===== src/rtl/uart_line_mon_pkg.sv =====
package uart_line_mon_pkg;

  typedef enum logic [1:0] {
    STOP_NONE     = 2'd0,
    STOP_HALF     = 2'd1,
    STOP_ONE      = 2'd2,
    STOP_ONE_HALF = 2'd3
  } stop_len_e;

  localparam int unsigned HALF_W = 6;

  // frame length in half-bit units
  function automatic logic [HALF_W-1:0] frame_half_bits(
    input logic [3:0] data_bits,
    input logic       parity_en,
    input stop_len_e  stop
  );
    int unsigned h;
    h = 2 * (32'(data_bits) + 32'd1 + 32'(parity_en)) + 32'(stop);
    return HALF_W'(h);
  endfunction

endpackage


===== src/rtl/ulm_frame_len.sv =====
module ulm_frame_len
  import uart_line_mon_pkg::*;
#(
  parameter int unsigned BT_W  = 16,
  parameter int unsigned CNT_W = 24
) (
  input  logic             clk_i,
  input  logic             rst_ni,
  input  logic [3:0]       data_bits_i,
  input  logic             parity_en_i,
  input  logic [1:0]       stop_i,
  input  logic [BT_W-1:0]  bit_ticks_i,
  output logic [CNT_W-1:0] frame_len_o
);

  localparam int unsigned PROD_W = BT_W + HALF_W;
  localparam logic [CNT_W-1:0] CNT_MAX = '1;

  logic [HALF_W-1:0] half;
  logic [PROD_W-1:0] prod;
  logic [PROD_W-1:0] up;
  logic [CNT_W-1:0]  len_raw;
  logic [CNT_W-1:0]  len_d;

  assign half = frame_half_bits(data_bits_i, parity_en_i, stop_len_e'(stop_i));
  assign prod = PROD_W'(half) * PROD_W'(bit_ticks_i);
  assign up   = (prod + PROD_W'(1)) >> 1;

  generate
    if (PROD_W <= CNT_W) begin : g_fit
      assign len_raw = CNT_W'(up);
    end else begin : g_sat
      assign len_raw = (up > PROD_W'(CNT_MAX)) ? CNT_MAX : up[CNT_W-1:0];
    end
  endgenerate

  assign len_d = (len_raw == '0) ? CNT_W'(1) : len_raw;

  always_ff @(posedge clk_i or negedge rst_ni) begin
    if (!rst_ni) frame_len_o <= CNT_W'(1);
    else         frame_len_o <= len_d;
  end

endmodule


===== src/rtl/ulm_break_trk.sv =====
module ulm_break_trk #(
  parameter int unsigned CNT_W = 24,
  parameter int unsigned TS_W  = 32
) (
  input  logic             clk_i,
  input  logic             rst_ni,
  input  logic             lvl_i,
  input  logic             fall_i,
  input  logic             rise_i,
  input  logic [CNT_W-1:0] frame_len_i,
  input  logic [TS_W-1:0]  ts_i,
  output logic             break_o,
  output logic [TS_W-1:0]  break_start_o
);

  localparam logic [CNT_W-1:0] CNT_MAX = '1;

  logic             pend_q;
  logic [CNT_W-1:0] low_cnt_q;
  logic [TS_W-1:0]  t0_q;

  always_ff @(posedge clk_i or negedge rst_ni) begin
    if (!rst_ni) begin
      pend_q        <= 1'b0;
      low_cnt_q     <= '0;
      t0_q          <= '0;
      break_o       <= 1'b0;
      break_start_o <= '0;
    end else begin
      break_o <= 1'b0;
      if (fall_i) begin
        pend_q    <= 1'b1;
        low_cnt_q <= CNT_W'(1);
        t0_q      <= ts_i;
      end else if (!lvl_i) begin
        if (low_cnt_q != CNT_MAX) low_cnt_q <= low_cnt_q + CNT_W'(1);
      end else if (rise_i) begin
        if (pend_q && (low_cnt_q >= frame_len_i)) begin
          break_o       <= 1'b1;
          break_start_o <= t0_q;
        end
        pend_q <= 1'b0;
      end
    end
  end

endmodule


===== src/rtl/ulm_idle_trk.sv =====
module ulm_idle_trk #(
  parameter int unsigned CNT_W = 24,
  parameter int unsigned TS_W  = 32
) (
  input  logic             clk_i,
  input  logic             rst_ni,
  input  logic             lvl_i,
  input  logic             rise_i,
  input  logic             done_i,
  input  logic [CNT_W-1:0] age_i,
  input  logic [CNT_W-1:0] frame_len_i,
  input  logic [TS_W-1:0]  ts_i,
  output logic             idle_o,
  output logic [TS_W-1:0]  idle_start_o
);

  localparam logic [CNT_W-1:0] CNT_MAX = '1;

  logic             run_q;
  logic [CNT_W-1:0] defer_q;
  logic [CNT_W-1:0] cnt_q;
  logic [TS_W-1:0]  ref_q;

  logic [CNT_W:0]   age_p1;
  logic [CNT_W-1:0] defer_d;
  logic [TS_W-1:0]  ref_done;
  logic             counting;
  logic [CNT_W-1:0] cnt_base;
  logic [CNT_W-1:0] cnt_nxt;
  logic [TS_W-1:0]  ref_cur;
  logic             hit;

  assign age_p1   = {1'b0, age_i} + (CNT_W+1)'(1);
  assign defer_d  = ({1'b0, frame_len_i} > age_p1) ? (frame_len_i - age_p1[CNT_W-1:0]) : '0;
  assign ref_done = ts_i - TS_W'(age_i) + TS_W'(frame_len_i);

  assign counting = rise_i || (run_q && (defer_q == '0));
  assign cnt_base = rise_i ? '0 : cnt_q;
  assign cnt_nxt  = (cnt_base != CNT_MAX) ? cnt_base + CNT_W'(1) : CNT_MAX;
  assign ref_cur  = rise_i ? ts_i : ref_q;
  assign hit      = counting && (cnt_nxt >= frame_len_i);

  always_ff @(posedge clk_i or negedge rst_ni) begin
    if (!rst_ni) begin
      run_q        <= 1'b0;
      defer_q      <= '0;
      cnt_q        <= '0;
      ref_q        <= '0;
      idle_o       <= 1'b0;
      idle_start_o <= '0;
    end else begin
      idle_o <= 1'b0;
      if (!lvl_i) begin
        run_q   <= 1'b0;
        defer_q <= '0;
        cnt_q   <= '0;
      end else if (done_i) begin
        run_q   <= 1'b1;
        defer_q <= defer_d;
        cnt_q   <= '0;
        ref_q   <= ref_done;
      end else if (run_q && (defer_q != '0) && !rise_i) begin
        defer_q <= defer_q - CNT_W'(1);
      end else if (counting) begin
        run_q <= 1'b1;
        if (hit) begin
          idle_o       <= 1'b1;
          idle_start_o <= ref_cur;
          cnt_q        <= '0;
          ref_q        <= ts_i + TS_W'(1);
        end else begin
          cnt_q <= cnt_nxt;
          ref_q <= ref_cur;
        end
      end
    end
  end

endmodule


===== src/rtl/uart_line_monitor.sv =====
module uart_line_monitor #(
  parameter int unsigned BT_W  = 16,
  parameter int unsigned CNT_W = 24,
  parameter int unsigned TS_W  = 32
) (
  input  logic             clk_i,
  input  logic             rst_ni,
  input  logic             line_i,
  input  logic             cfg_invert_i,
  input  logic [3:0]       cfg_data_bits_i,
  input  logic             cfg_parity_en_i,
  input  logic [1:0]       cfg_stop_i,
  input  logic [BT_W-1:0]  cfg_bit_ticks_i,
  input  logic             frame_done_i,
  input  logic [CNT_W-1:0] frame_age_i,
  output logic             break_o,
  output logic [TS_W-1:0]  break_start_o,
  output logic             idle_o,
  output logic [TS_W-1:0]  idle_start_o
);

  logic             lvl;
  logic             lvl_q;
  logic             fall;
  logic             rise;
  logic [TS_W-1:0]  ts_q;
  logic [CNT_W-1:0] frame_len;

  assign lvl  = line_i ^ cfg_invert_i;
  assign fall = lvl_q & ~lvl;
  assign rise = ~lvl_q & lvl;

  always_ff @(posedge clk_i or negedge rst_ni) begin
    if (!rst_ni) begin
      lvl_q <= 1'b1;
      ts_q  <= '0;
    end else begin
      lvl_q <= lvl;
      ts_q  <= ts_q + TS_W'(1);
    end
  end

  ulm_frame_len #(.BT_W(BT_W), .CNT_W(CNT_W)) u_len (
    .clk_i       (clk_i),
    .rst_ni      (rst_ni),
    .data_bits_i (cfg_data_bits_i),
    .parity_en_i (cfg_parity_en_i),
    .stop_i      (cfg_stop_i),
    .bit_ticks_i (cfg_bit_ticks_i),
    .frame_len_o (frame_len)
  );

  ulm_break_trk #(.CNT_W(CNT_W), .TS_W(TS_W)) u_brk (
    .clk_i         (clk_i),
    .rst_ni        (rst_ni),
    .lvl_i         (lvl),
    .fall_i        (fall),
    .rise_i        (rise),
    .frame_len_i   (frame_len),
    .ts_i          (ts_q),
    .break_o       (break_o),
    .break_start_o (break_start_o)
  );

  ulm_idle_trk #(.CNT_W(CNT_W), .TS_W(TS_W)) u_idle (
    .clk_i        (clk_i),
    .rst_ni       (rst_ni),
    .lvl_i        (lvl),
    .rise_i       (rise),
    .done_i       (frame_done_i),
    .age_i        (frame_age_i),
    .frame_len_i  (frame_len),
    .ts_i         (ts_q),
    .idle_o       (idle_o),
    .idle_start_o (idle_start_o)
  );

endmodule


===== config.mk =====
export PLATFORM = sky130hd
export DESIGN_NAME = uart_line_monitor
export DESIGN_NICKNAME = d
export VERILOG_FILES = /design/src/rtl/uart_line_mon_pkg.sv /design/src/rtl/ulm_frame_len.sv /design/src/rtl/ulm_break_trk.sv /design/src/rtl/ulm_idle_trk.sv /design/src/rtl/uart_line_monitor.sv
export SDC_FILE = /design/constraint.sdc
export NUM_CORES = 1
export LEC_CHECK = 0
export ABC_AREA = 0
export BUFFER_PORTS_ARGS = -buffer_cell sky130_fd_sc_hd__buf_2
export CORE_UTILIZATION = 45
export DETAILED_ROUTE_END_ITERATION = 6
export PLACE_DENSITY = 0.69
export SLEW_MARGIN = 15
export SYNTH_ARGS = -nofsm -noshare
export SYNTH_HDL_FRONTEND = slang
export SYNTH_SLANG_ARGS = --single-unit

===== constraint.sdc =====
create_clock -name clk_i -period 15.5 [get_ports clk_i]
set_input_delay 1.55 -clock clk_i [delete_from_list [all_inputs] [get_ports clk_i]]
set_output_delay 1.55 -clock clk_i [all_outputs]
set_load 0.1 [all_outputs]

# Yosys cells after proc, flatten, opt, wreduce, memory -nomap -nowiden

Index checks and enable logic that the tools add are counted.

Output and inout bits: 66
Input bits: 52
Logic and storage cells: 101
Bits in registers: 258

$mul: 1
Reductions and logical operators: 20
Bitwise gates (word level): 8
Muxes and demuxes: 36
Magnitude comparators: 3
Add/subtract/negate cells: 12
Eq/ne operators: 7

Operator list:

| cell                    | count |
|---|---|
| $mux W24                | 14 |
| $mux W32                | 5 |
| $add A24 B1 Y24 const B | 2 |
| $ge A24 B21 Y1          | 2 |
| $logic_not A24 Y1       | 2 |
| $ne A24 B24 Y1 const B  | 2 |
| $add A32 B1 Y32 const B | 1 |
| $add A32 B21 Y32        | 1 |
| $sub A32 B24 Y32        | 1 |
| $add A24 B1 Y25 const B | 1 |
| $gt A21 B25 Y1          | 1 |
| $reduce_bool A24 Y1     | 1 |
| $sub A21 B24 Y24        | 1 |
| $sub A24 B1 Y24 const B | 1 |
| $add A22 B1 Y22 const B | 1 |
| $mul A6 B16 Y22         | 1 |
| $mux W21                | 1 |
| $mux W1                 | 16 |
| $reduce_bool A2 Y1      | 4 |
| $add A6 B2 Y6           | 1 |
| $ne A3 B2 Y1 const B    | 2 |
| $reduce_and A2 Y1       | 3 |
| $add A4 B1 Y5 const B   | 1 |
| $add A5 B1 Y5           | 1 |
| 12 further kinds        | 21 |

# Depth between registers and ports, before layout

Depth after elaboration: 12
Gate-level depth with buffers: 27
Depth with buffers taken out: 25

# Hierarchy

Synthesis repeated with hierarchy kept, for this count alone.

Cell total of the unflattened synthesis: 2521
Area, all modules: 22193.8 um^2

By module, submodules not included:

| module            | seq. area each (um^2) | area an instance (um^2) | instances | cells an instance |
|---|---|---|---|---|
| ulm_idle_trk      | 2852.7                | 11454.7                 | 1         | 1403 |
| ulm_break_trk     | 2252.2                | 5400.2                  | 1         | 565 |
| ulm_frame_len     | 526.8                 | 3811.2                  | 1         | 421 |
| uart_line_monitor | 827.0                 | 1527.7                  | 1         | 132 |

# Worst setup path after synthesis

Ideal clock, no wire load.

Path type: input to register
Start point: input cfg_data_bits_i[0]
End point: register u_len.frame_len_o[0]
Buffers on the path: 1
Data required time: 15438 ps
Path slack: 8095 ps
Data arrival time: 7343 ps
Cell stages on the path: 25
Library setup time: 62 ps
Cells stage by stage: inv_1 > ha_1 > inv_1 > ha_1 > ha_1 > a21o_1 > a22o_1 > a21oi_1 > clkbuf_1 > nor2b_1 > fa_1 > inv_1 > fa_1 > fa_1 > inv_1 > ha_1 > a21o_1 > a221o_1 > a21oi_1 > xnor2_1 > nand2b_1 > or4_1 > or4_1 > nor4_2 > a41o_1

Cells in the longest elaborated chain, start to end: 7

RTL lines:

| what                     | RTL line                | RTL |
|---|---|---|
| start: declaration       | uart_line_monitor.sv:10 | `input logic [3:0] cfg_data_bits_i,` |
| $add A4 B1 Y5 (*)        | uart_line_mon_pkg.sv:19 | `h = 2 * (32'(data_bits) + 32'd1 + 32'(parity_en)) + 32'(stop);` |
| $add A5 B1 Y5 (*)        | uart_line_mon_pkg.sv:19 |  |
| $add A6 B2 Y6 (*)        | uart_line_mon_pkg.sv:19 |  |
| $mul A6 B16 Y22 (*)      | ulm_frame_len.sv:26     | `assign prod = PROD_W'(half) * PROD_W'(bit_ticks_i);` |
| $add A22 B1 Y22 (*)      | ulm_frame_len.sv:27     | `assign up = (prod + PROD_W'(1)) >> 1;` |
| $logic_not A24 Y1        | ulm_frame_len.sv:37     | `assign len_d = (len_raw == '0) ? CNT_W'(1) : len_raw;` |
| $mux W21 (*)             | ulm_frame_len.sv:37     |  |
| named net u_len.len_d[0] | ulm_frame_len.sv:23     | `logic [CNT_W-1:0] len_d;` |
| end signal: assignment   | ulm_frame_len.sv:41     | `else frame_len_o <= len_d;` |
| end: declaration         | ulm_frame_len.sv:13     | `output logic [CNT_W-1:0] frame_len_o` |

The timed path passes the listed nets; every way through them passes the cells marked *.
A chain may end at the register's enable or synchronous reset.

# Final worst setup path

Ends and elaborated chain as after synthesis.

==> metrics.md <==
| Metric | Value |
|---|---|
| Status | `complete, no violations` |
| Clock share of power | `22.3%` |
| Worst-case clock buffer depth | `3` |
| H-tree depth | `1` |
| Core Util, Final | `50.5%` |
| DRT Pass-1 Iters | `7` |
| Startpoint Class | `input port` |
| Critical Path End Type | `register` |
| Final WL | `52400 um` |
| Hold-fix buffers, CTS | `0` |
| Leakage | `0.0106 uW` |
| Initial antenna violation count | `6` |
| EDFF count, synth | `0` |
| Synth Area per Inst | `between 9 and 10 um^2` |
| Relative slew slack | `28.6%` |
| Sequential Power Share | `27.1%` |
| Standard-cell rows | `76` |
| Ys Warns | `0` |
| Worst Setup EP | `u_len.frame_len_o[0]$_DFF_PN1_` |
| Routed Antenna Nets | `0` |
| Netlist Area Pre-Place | `about 20000 um^2` |
| Area Overhead vs Synth | `10.7%` |
| Clock transition at the registers of the reported paths | `around 0.06 ns` |
| Maximum vdd drop | `0.0000724 V` |
| Slowest-stage cell, CP | `xnor2_1` |
| Post-layout minimum cycle time | `around 7.3 ns` |
| Starting Density | `45.6%` |
| FF-to-FF End | `u_idle.idle_start_o[25]$_DFFE_PN0P_` |
| Drc violations | `0` |
| Nets | `roughly 2500` |
| TritonCTS sink count | `258` |
| Yosys top cell area share | `32.7%` |
| Largest net degree at the start of global routing | `around 120` |
| Worst Max-Slew Pin Slew | `approximately 1.1 ns` |
| Worst Hold Depth | `2` |
| Port Buf Inserts | `117` |
| Vias in the first global route | `approximately 16000` |
| Core area | `approximately 43000 um^2` |
| Global placer's final weighted congestion | `0.963` |
| Avg WL per Cell | `between 15 and 20 um` |
| Cell accounting for the most synthesized area | `dfrtp_1` |
| Number of distinct library cells after synthesis | `85` |
| Async SR Flop Fraction | `100%` |
| Setup TNS Final | `0 ns` |
| Req. time, crit path | `about 16 ns` |
| Final setup viols | `0` |
| Max Cap Viol | `0` |
| Seq/Total Area, Yosys | `33.0%` |
| Switching Share | `42.4%` |
| Int Pwr | `1770 uW` |
| Skew-Pair Late Insertion Delay | `0.57 ns` |
| Reg2Reg Depth | `20` |
| FF-to-FF setup slack | `about 9.4 ns` |
| Post-Syn Instances | `2109` |
| Gr usage total | `between 20% and 30%` |
| RR Startpoint | `lvl_q$_DFF_PN1_` |
| Tcrit/Tclk final | `47.0%` |
| Post-CTS setup buffers | `0` |
| Power Density | `142 nW/um^2` |
| CP Class | `input port to register` |
| Crit path from | `cfg_data_bits_i[0]` |
| 1st-iter DRT viols | `1255` |
| Clock Tree Root | `clkbuf_16` |
| CTS Buf Count | `28` |
| Placed cell areas | `around 21000 um^2` |
| Synth top area cells | `dfrtp_1 (33%), ha_1 (9.4%), fa_1 (8.1%)` |
| CP max FO | `16` |
| Fin. max-slew vios | `0` |
| Most used DFF post-synth | `dfrtp_1` |
| Synth cell count leaders | `dfrtp_1 (256), nand2_1 (207), inv_1 (193), ha_1 (147), nor2_1 (110)` |
| CTS resizes | `0` |
| Final Cell Area | `21700 um^2` |
| RSZ-0062 raised after global routing | `false` |
| Gr ovfl total | `0` |
| Layout cells sized above 1 | `12.0%` |
| Hpwl dp | `39900 um` |
| Die Y | `211 um` |
| Via count | `15900` |
| Via density | `around 5.7` |
| Min-Delay Path Class | `register to register` |
| Most frequent cell after synthesis | `dfrtp_1` |
| Syn_nets | `2387` |
| Die area | `roughly 44000 um^2` |
| Comb pwr share | `50.6%` |
| TritonCTS clock tree | `built` |
| Critical path arrival | `7.78 ns` |
| #FFs+latches synth | `258` |
| CP max stage delay | `about 0.8 ns` |
| # IOs | `~120` |
| First-pass GRT wire length | `84900 um` |
| Final hold violations | `0` |
| Switching power | `1300 uW` |
| Fmax | `0.137 GHz` |
| Die width | `211 um` |
| Maximum clock skew at final layout | `0.0123 ns` |
-- layout make-up --
| type | count | area [um^2] |
|---|---|---|
| diodes | 3 | 7.51 |
| clock buffers | 38 | 800 |
| clock inverters | 14 | 144 |
| inverters | 196 | 736 |
| repair buffers | 130 | 693 |
| well taps | 585 | 732 |
| flip-flops and latches | 258 | 6460 |
| fillers | 3990 | 21300 |
| multi-input cells | 1583 | 12100 |
-- worst min path at each step --
stage / from / to / slack [ns]
floorplan: u_idle.ref_q[25]$_DFFE_PN0P_ / u_idle.ref_q[25]$_DFFE_PN0P_ / 0.45
global placement: u_idle.idle_start_o[3]$_DFFE_PN0P_ / u_idle.idle_start_o[3]$_DFFE_PN0P_ / 0.46
detailed placement: u_idle.idle_start_o[18]$_DFFE_PN0P_ / u_idle.idle_start_o[18]$_DFFE_PN0P_ / 0.47
CTS: u_idle.idle_start_o[18]$_DFFE_PN0P_ / u_idle.idle_start_o[18]$_DFFE_PN0P_ / 0.48
global route: u_idle.idle_start_o[13]$_DFFE_PN0P_ / u_idle.idle_start_o[13]$_DFFE_PN0P_ / 0.50
finish: u_idle.idle_start_o[13]$_DFFE_PN0P_ / u_idle.idle_start_o[13]$_DFFE_PN0P_ / 0.48
-- state kept, by name, indices dropped and copies added, names as in the netlist, 24 cells and up --
| register | count |
|---|---|
| u_brk.t0_q | 32 |
| u_brk.low_cnt_q | 24 |
| u_idle.idle_start_o | 32 |
| u_idle.defer_q | 24 |
| ts_q | 32 |
| u_idle.ref_q | 32 |
| u_idle.cnt_q | 24 |
| u_brk.break_start_o | 32 |
-- power by group through the flow --
stage / logic, uW / registers, uW / clock network, uW
2_1_floorplan: 1170 / 816 / 0
3_3_place_gp: 1500 / 839 / 0
3_5_place_dp: 1540 / 843 / 0
4_1_cts: 1550 / 831 / 699
5_1_grt: 1740 / 842 / 726
6_report: 1560 / 834 / 686
-- layout by cell type, fill, tap and decap left out, types with 66 or more instances in the layout --
cell	count
buf_2	116
a21oi_1	90
nor2_1	108
nand3_1	66
xnor2_1	71
xor2_1	75
o21ai_0	87
dfrtp_1	256
ha_1	145
nand2_1	207
inv_1	193
fa_1	79
-- per-layer routing --
metal	share of wire, %	GRT usage (%)	vias to the layer above
met3	5.1	2.74	109
met5	0.11	0	-
met4	3.3	8.77	8
li1	-	-	7551
met2	48	41.0	478
met1	43	31.3	7727
-- critical path: cells and delay by family --
kind,cells,cell delay [ns]
xor gates and xnor gates,3,1.01
AOI/OAI and AO/OA,5,0.88
and+or+nand+nor,7,1.72
adders and majority gates,6,2.38
buffers and inverters,4,0.23
-- kinds of logic after synthesis --
logic type,Yosys count,synth area share (%)
and+or+nand+nor,645,16.4
muxes,106,5.85
AOI/OAI and AO/OA,459,15.4
DFF,258,33.0
buffers and inverters,268,5.28
adders and majority gates,226,17.5
xor gates and xnor gates,147,6.61
-- metrics by stage --
| stage | std cells | worst slack [ns] | total power [uW] | hold slack (ns) |
|---|---|---|---|---|
| 2_1_floorplan | 2109 | 8.10 | 1980 | 0.452 |
| 3_3_place_gp | 2752 | 7.44 | 2340 | 0.458 |
| 3_5_place_dp | 2752 | 7.25 | 2390 | 0.468 |
| 4_1_cts | 2804 | 7.83 | 3080 | 0.481 |
| 5_1_grt | 2806 | 7.73 | 3310 | 0.501 |
| 6_report | 2807 | 8.22 | 3080 | 0.479 |
No activity file was read; power rests on OpenSTA's default activity.
